===== src/rtl/tmr_pin_pkg.sv =====
package tmr_pin_pkg;

    typedef enum logic [1:0] {
        TRIG_NONE = 2'b00,
        TRIG_OVF  = 2'b01,
        TRIG_BOTH = 2'b10,
        TRIG_RSVD = 2'b11
    } trig_mode_e;

    typedef enum logic [1:0] {
        ST_PARK   = 2'b00,
        ST_TOGGLE = 2'b01,
        ST_IDLE   = 2'b10,
        ST_PULSE  = 2'b11
    } pin_state_e;

endpackage


===== src/rtl/tmr_pin_qual.sv =====
module tmr_pin_qual
    import tmr_pin_pkg::*;
(
    input  logic       ovf_evt,
    input  logic       mat_evt,
    input  logic [1:0] trig_mode,
    output logic       trig_active,
    output logic       fire
);

    trig_mode_e mode;
    assign mode = trig_mode_e'(trig_mode);

    always_comb begin
        trig_active = 1'b0;
        fire        = 1'b0;
        unique case (mode)
            TRIG_OVF: begin
                trig_active = 1'b1;
                fire        = ovf_evt;
            end
            TRIG_BOTH: begin
                trig_active = 1'b1;
                fire        = ovf_evt | mat_evt;   // coincidence yields one event
            end
            TRIG_NONE, TRIG_RSVD: begin
                trig_active = 1'b0;
                fire        = 1'b0;
            end
        endcase
    end

endmodule


===== src/rtl/tmr_pin_fsm.sv =====
module tmr_pin_fsm
    import tmr_pin_pkg::*;
#(
    parameter logic RST_LEVEL = 1'b0
) (
    input  logic clk,
    input  logic rst_n,
    input  logic dir_out,
    input  logic run,
    input  logic trig_active,
    input  logic fire,
    input  logic toggle_sel,
    input  logic park_lvl,
    output logic pin
);

    pin_state_e state_q, state_d;
    logic       pin_q, pin_d;

    // Next-state selection
    always_comb begin
        state_d = state_q;
        if (dir_out) begin
            if (!run || !trig_active)  state_d = ST_PARK;
            else if (toggle_sel)       state_d = ST_TOGGLE;
            else if (fire)             state_d = ST_PULSE;
            else                       state_d = ST_IDLE;
        end
    end

    // State register
    always_ff @(posedge clk) begin
        if (!rst_n) state_q <= ST_PARK;
        else        state_q <= state_d;
    end

    // Output level for the entered state
    always_comb begin
        pin_d = pin_q;
        if (dir_out) begin
            unique case (state_d)
                ST_PARK, ST_IDLE: pin_d = park_lvl;
                ST_TOGGLE:        pin_d = fire ? ~pin_q : pin_q;
                ST_PULSE:         pin_d = ~park_lvl;
            endcase
        end
    end

    // Output register: written only when the level changes
    always_ff @(posedge clk) begin
        if (!rst_n)              pin_q <= RST_LEVEL;
        else if (pin_d != pin_q) pin_q <= pin_d;
    end

    assign pin = pin_q;

    // stopped or inactive mode parks the pin
    a_r5_park: assert property (@(posedge clk) disable iff (!rst_n)
        (dir_out && (!run || !trig_active)) |=> (pin_q == $past(park_lvl)));

    // input direction freezes pin and state
    a_r6_input_hold: assert property (@(posedge clk) disable iff (!rst_n)
        !dir_out |=> ($stable(pin_q) && $stable(state_q)));

    // qualifying event in toggle mode inverts the pin
    a_r3_toggle_flip: assert property (@(posedge clk) disable iff (!rst_n)
        (dir_out && run && trig_active && toggle_sel && fire) |=> (pin_q != $past(pin_q)));

    // no event in toggle mode keeps the pin
    a_r3_toggle_keep: assert property (@(posedge clk) disable iff (!rst_n)
        (dir_out && run && trig_active && toggle_sel && !fire) |=> $stable(pin_q));

    // event in pulse mode departs from park level
    a_r4_pulse_on: assert property (@(posedge clk) disable iff (!rst_n)
        (dir_out && run && trig_active && !toggle_sel && fire) |=> (pin_q == !$past(park_lvl)));

    // no event in pulse mode returns to park level
    a_r4_pulse_off: assert property (@(posedge clk) disable iff (!rst_n)
        (dir_out && run && trig_active && !toggle_sel && !fire) |=> (pin_q == $past(park_lvl)));

endmodule


===== src/rtl/tmr_pin_driver.sv =====
module tmr_pin_driver
    import tmr_pin_pkg::*;
#(
    parameter logic RST_LEVEL = 1'b0
) (
    input  logic       clk,
    input  logic       rst_n,
    input  logic       ovf_evt,
    input  logic       mat_evt,
    input  logic       run,
    input  logic [1:0] trig_mode,
    input  logic       toggle_sel,
    input  logic       park_lvl,
    input  logic       dir_out,
    output logic       pin_out
);

    logic trig_active;
    logic fire;

    tmr_pin_qual u_qual (
        .ovf_evt     (ovf_evt),
        .mat_evt     (mat_evt),
        .trig_mode   (trig_mode),
        .trig_active (trig_active),
        .fire        (fire)
    );

    tmr_pin_fsm #(
        .RST_LEVEL (RST_LEVEL)
    ) u_fsm (
        .clk         (clk),
        .rst_n       (rst_n),
        .dir_out     (dir_out),
        .run         (run),
        .trig_active (trig_active),
        .fire        (fire),
        .toggle_sel  (toggle_sel),
        .park_lvl    (park_lvl),
        .pin         (pin_out)
    );

    // coincident overflow and match in mode 2'b10 toggle inverts once
    a_r7_single_flip: assert property (@(posedge clk) disable iff (!rst_n)
        (dir_out && run && trig_mode == 2'b10 && toggle_sel && ovf_evt && mat_evt)
        |=> (pin_out == !$past(pin_out)));

    // match alone in mode 2'b01 leaves the pin unchanged under toggle
    a_r8_match_ignored: assert property (@(posedge clk) disable iff (!rst_n)
        (dir_out && run && trig_mode == 2'b01 && toggle_sel && mat_evt && !ovf_evt)
        |=> $stable(pin_out));

    // reserved mode parks like mode none
    a_r2_rsvd_parks: assert property (@(posedge clk) disable iff (!rst_n)
        (dir_out && trig_mode == 2'b11) |=> (pin_out == $past(park_lvl)));

endmodule


===== config.mk =====
export PLATFORM = sky130hd
export DESIGN_NAME = tmr_pin_driver
export DESIGN_NICKNAME = d
export VERILOG_FILES = /design/src/rtl/tmr_pin_pkg.sv /design/src/rtl/tmr_pin_qual.sv /design/src/rtl/tmr_pin_fsm.sv /design/src/rtl/tmr_pin_driver.sv
export SDC_FILE = /design/constraint.sdc
export NUM_CORES = 1
export LEC_CHECK = 0
export BUFFER_PORTS_ARGS = -buffer_cell sky130_fd_sc_hd__buf_2
export CAP_MARGIN = 20
export CORE_AREA = 2 2 39 41
export CTS_BUF_LIST = sky130_fd_sc_hd__clkbuf_4 sky130_fd_sc_hd__clkbuf_8
export CTS_CLUSTER_DIAMETER = 150
export DETAILED_ROUTE_END_ITERATION = 8
export DIE_AREA = 0 0 41 43
export GPL_TIMING_DRIVEN = 0
export HOLD_SLACK_MARGIN = 0.08
export PLACE_DENSITY_LB_ADDON = 0.3
export SLEW_MARGIN = 20
export SYNTH_ARGS = -nofsm -noshare
export SYNTH_HDL_FRONTEND = slang
export SYNTH_SLANG_ARGS = --single-unit

===== constraint.sdc =====
create_clock -name clk -period 4.4 [get_ports clk]
set_input_delay 0.88 -clock clk [delete_from_list [all_inputs] [get_ports clk]]
set_output_delay 0.88 -clock clk [all_outputs]
set_load 0.05 [all_outputs]

**After elaboration in Yosys (flattened, before gate mapping)**

Index checks and enable logic that the tools add are counted.

- Flip-flop bits (word level): 3
- Input port bits: 10
- Logic and storage cells: 29

- Equality and inequality tests: 7
- Mux-type cells: 9
- Bitwise operators: 3
- Reductions and logical operators: 8

Operators by type and width:

| operator | number |
|---|---|
| $eq 2x2->1 const B | 4 |
| $mux 2 | 3 |
| $pmux 1 s3 | 2 |
| $reduce_or 2->1 | 3 |
| $eq 2x1->1 const B | 2 |
| $logic_not 2->1 | 2 |
| $mux 1 | 3 |
| $logic_not 1->1 | 2 |
| $not 1->1 | 2 |
| $pmux 1 s2 | 1 |
| $logic_or 1x1->1 | 1 |
| $ne 1x1->1 | 1 |
| $or 1x1->1 | 1 |

**Logic depth before layout (Yosys ltp)**

- Depth in word-level cells: 12
- Mapped depth: 7
- Mapped depth without buffers: 7

**Cells and area by module**

From an unflattened synthesis, not the netlist that was laid out.

- Cell total of the unflattened synthesis: 17
- Area total of the unflattened synthesis: 121.4 sq um

Modules (own cells, without submodules):

| module | times used | cells an instance | area an instance (sq um) |
|---|---|---|---|
| tmr_pin_fsm | 1 | 10 | 70.1 |
| tmr_pin_qual | 1 | 7 | 51.3 |

**Least setup slack after synthesis**

OpenSTA, ideal clock, no wires.

- Path kind: input-to-reg
- Start: in trig_mode[0]
- End: reg u_fsm.pin_q, in the netlist u_fsm.pin
- Setup time: 74 ps
- Arrival: 2048 ps
- Path slack: 2278 ps
- Cell stages on the path: 6
- Path buffers: 0
- Path through: inv_1 -> ha_1 -> and2b_2 -> a31oi_1 -> mux2_2 -> a31oi_1

- Cells in the longest elaborated chain, start to end: 12

RTL lines:

| element | line | source |
|---|---|---|
| from (decl) | tmr_pin_driver.sv:11 | `input logic [1:0] trig_mode,` |
| $eq 2x2->1, or another cell as far along | tmr_pin_qual.sv:17 | `unique case (mode)` |
| $reduce_or 2->1, on equally long branches | n/a |  |
| $pmux 1 s3 / $pmux 1 s2 (equally long branches) | tmr_pin_qual.sv:17 |  |
| $mux 1 / $logic_not 1->1 (equally long branches) | tmr_pin_fsm.sv:26, tmr_pin_fsm.sv:24 |  |
| $mux 2 / $logic_or 1x1->1 (equally long branches) | tmr_pin_fsm.sv:25, tmr_pin_fsm.sv:24 |  |
| $mux 2 | tmr_pin_fsm.sv:24 | `if (!run \|\| !trig_active) state_d = ST_PARK;` |
| $mux 2 | tmr_pin_fsm.sv:23 | `if (dir_out) begin` |
| $eq 2x2->1 / $logic_not 2->1 (equally long branches) | tmr_pin_fsm.sv:41 | `unique case (state_d)` |
| $reduce_or 2->1 | tmr_pin_fsm.sv:41 |  |
| $pmux 1 s3 (*) | tmr_pin_fsm.sv:41 |  |
| $mux 1 (*) | tmr_pin_fsm.sv:40 | `if (dir_out) begin` |
| $ne 1x1->1 | tmr_pin_fsm.sv:52 | `else if (pin_d != pin_q) pin_q <= pin_d;` |
| to (signal assigned) | tmr_pin_fsm.sv:52 |  |
| to (decl) | tmr_pin_fsm.sv:18 | `logic pin_q, pin_d;` |

Mark *: on every way between the ends. The rest lies on a longest branch, timed or not.
A chain may end at the register's enable or synchronous reset.

**Worst setup path in the final report**

Ends and elaborated chain as after synthesis.

==> flow_summary_export.csv <==
group,metric,value,unit
timing,finalHoldViolCount,0,
setup_path,critPathLaunchType,"input port",
placement,place_area,303,um^2
global_route,track_usage,0.0632,
timing,rsz0062_at_grt,"no",
placement,globalplace.congestion,0.689,
setup_path,end_kind,"flop",
timing,tns,0,ns
clock_network,cts_tree,"yes",
yosys,async_flop_share,0,
power,ir_drop,125,uV
power,power.density,311,nW/um^2
power,p_leak,0.163,nW
setup_path,crit_slowest_cell,"mux2_2",
final_layout,areaGrowthSynthToFinish,43.0,%
final_layout,nNetsFinal,55,
final_layout,diodes,0,
yosys,syn_nets,40,
global_route,grt_pass1_wl,731,um
timing,tightestPinTransition,0.246,ns
die,fp.coreArea,1380,um^2
drt,first_pass_iters,4,
timing,setup_ws,2.34,ns
drt,viasPerCell,4.16,
placement,io_buffers,10,
timing,max_slew_margin,0.837,
timing,setup_violations,0,
timing,fin_skew,0.00191,ns
placement,dpl_worst_slack,2.09,ns
yosys,synth_sequential_area_ratio,0.258,
drt,vias,241,
clock_network,cts_resized,0,
yosys,yosysMostFrequentCell,"inv_1",
placement,dp_hpwl,387,um
clock_network,cts-buffers-inserted,3,
final_layout,drive_above_1_share,0.429,
clock_network,cts_max_level,1,
final_layout,final_area,333,um^2
yosys,yosysUniqueCellTypes,19,
clock_network,clockBufferDepth,2,
drt,drtIter0Drc,2,
global_route,antenna_found_initial,0,
yosys,synth_top_area_frac,0.258,
yosys,synth_flop_cell,"dfxtp_1",
die,dieArea,1760,um^2
die,initial_core_util,0.168,
die,num_rows,14,
clock_network,path_clk_slew,0.04,ns
timing,finalCriticalPeriod,2.06,ns
global_route,overflow,0,
final_layout,fillCellCount,160,
clock_network,hold_buffers,0,
clock_network,clockRootBuffer,"clkbuf_4",
clock_network,clk_latency,0.23,ns
setup_path,slowest_delay,0.36,ns
setup_path,critical_path_class,"in2reg",
timing,finalMaxSlewViolations,0,
yosys,syn_avg_cell_area,8.31,um^2
yosys,yosysWarnings,0,
yosys,synth_edf_count,0,
yosys,synth_common_cells,"4 x inv_1, 3 x dfxtp_1",
power,power.total,103,uW
drt,wire_per_inst,7.55,um
timing,fmax,486,MHz
yosys,synth_seq_cells,3,
timing,post-route-period-util,0.468,
hold_path,hold_path_class,"reg2reg",
final_layout,instances_no_fill,58,
yosys,syn_inst,28,
setup_path,path_cells,"buf_2 -> inv_1 -> ha_1 -> and2b_2 -> a31oi_1 -> mux2_2 -> a31oi_1",
die,die_h,43,um
setup_path,crit_path_frequent_cell,"a31oi_1",
die,io_pins,11,
clock_network,cts_setup_buffers,0,
global_route,grt_pass1_vias,213,
outcome,status,"finished, final reports clean",
yosys,synth_area,233,um^2
setup_path,cp.required,4.56,ns
drt,drc,0,
die,die-width,41,um
setup_path,crit_arrival,2.22,ns
run,cap_viol_max_count,0,
yosys,yosys-top-cells-area,"dfxtp_1 26%, ha_1 11%, inv_1 6.5%",
clock_network,cts.sinks,3,
setup_path,path_max_fanout,4,
yosys,yosys.area.top_type,"dfxtp_1",
global_route,grt_max_degree,8,
drt,totalWireLength,438,um
placement,dp_cells,54,
drt,drtAntennaViolNets,0,
-- cells in the final DEF, fill, tap and decap left out, types with 2 or more instances in the layout --
cell	n
inv_1	4
buf_2	10
clkbuf_4	4
dfxtp_1	3
a31oi_1	2
nor2b_1	2
o22ai_1	2
ha_1	2
-- metrics by stage --
step / util / hold WS (ns)
6_report: 0.241 / 0.525
2_1_floorplan: - / 0.527
4_1_cts: 0.241 / 0.532
3_3_place_gp: 0.219 / 0.533
5_1_grt: 0.241 / 0.571
3_5_place_dp: 0.219 / 0.525
-- state kept, by name (all words and copies together) (netlist names) --
| signal | count |
|---|---|
| u_fsm.pin | 1 |
| u_fsm.state_q | 2 |
-- area by class of cell --
type,count,area [um^2],share of cell area
inverters,4,15.0,0.0451
flip-flops and latches,3,60.1,0.180
well taps,16,20.0,0.0602
multi-input cells,21,158,0.474
repair buffers,10,50.0,0.150
clock buffers,4,30.0,0.0902
-- metal layers --
metal  track usage  up-vias  wire length [um]
li1              -      123                 -
met1        0.0545      111               178
met2         0.106        5               229
met3        0.0314        2                19
met4        0.0400        0                11
met5             0        -                 0
-- critical path: cells and delay by family --
family          cells  cell delay (ns)
compound gates      2             0.36
mux                 1             0.36
fa+ha+maj           1             0.26
simple gates        1             0.23
buf+inv             2             0.13
-- final timing paths --
kind                                             startpoint                     end  slack, ns  cells past startpoint
worst min-delay path                 u_fsm.pin$_SDFFE_PN0P_  u_fsm.pin$_SDFFE_PN0P_       0.53                      2
worst max register to register  u_fsm.state_q[1]$_SDFF_PN0_  u_fsm.pin$_SDFFE_PN0P_       3.24                      4
worst min register to register       u_fsm.pin$_SDFFE_PN0P_  u_fsm.pin$_SDFFE_PN0P_       0.53                      2
worst max-delay path                           trig_mode[0]  u_fsm.pin$_SDFFE_PN0P_       2.34                      7
-- power breakdown --
group	switching [mW]	internal, mW	total, mW
Clock	0.0133	0.0401	0.0534
Sequential	0.000897	0.0287	0.0296
Combinational	0.0103	0.0103	0.0205
-- cell families (layout without fill, tap and decap cells) --
kind of cell	count (synthesis)	after routing	synth area share
adder cells (fa/ha/maj)	2	2	0.108
multiplexers	1	1	0.0484
XOR/XNOR	1	1	0.0376
AND/OR/NAND/NOR	9	9	0.263
AO/OA/AOI/OAI	8	8	0.220
buffers and inverters	4	18	0.0645
flip-flops	3	3	0.258
Note: power is estimated with default switching activity, not from simulation.
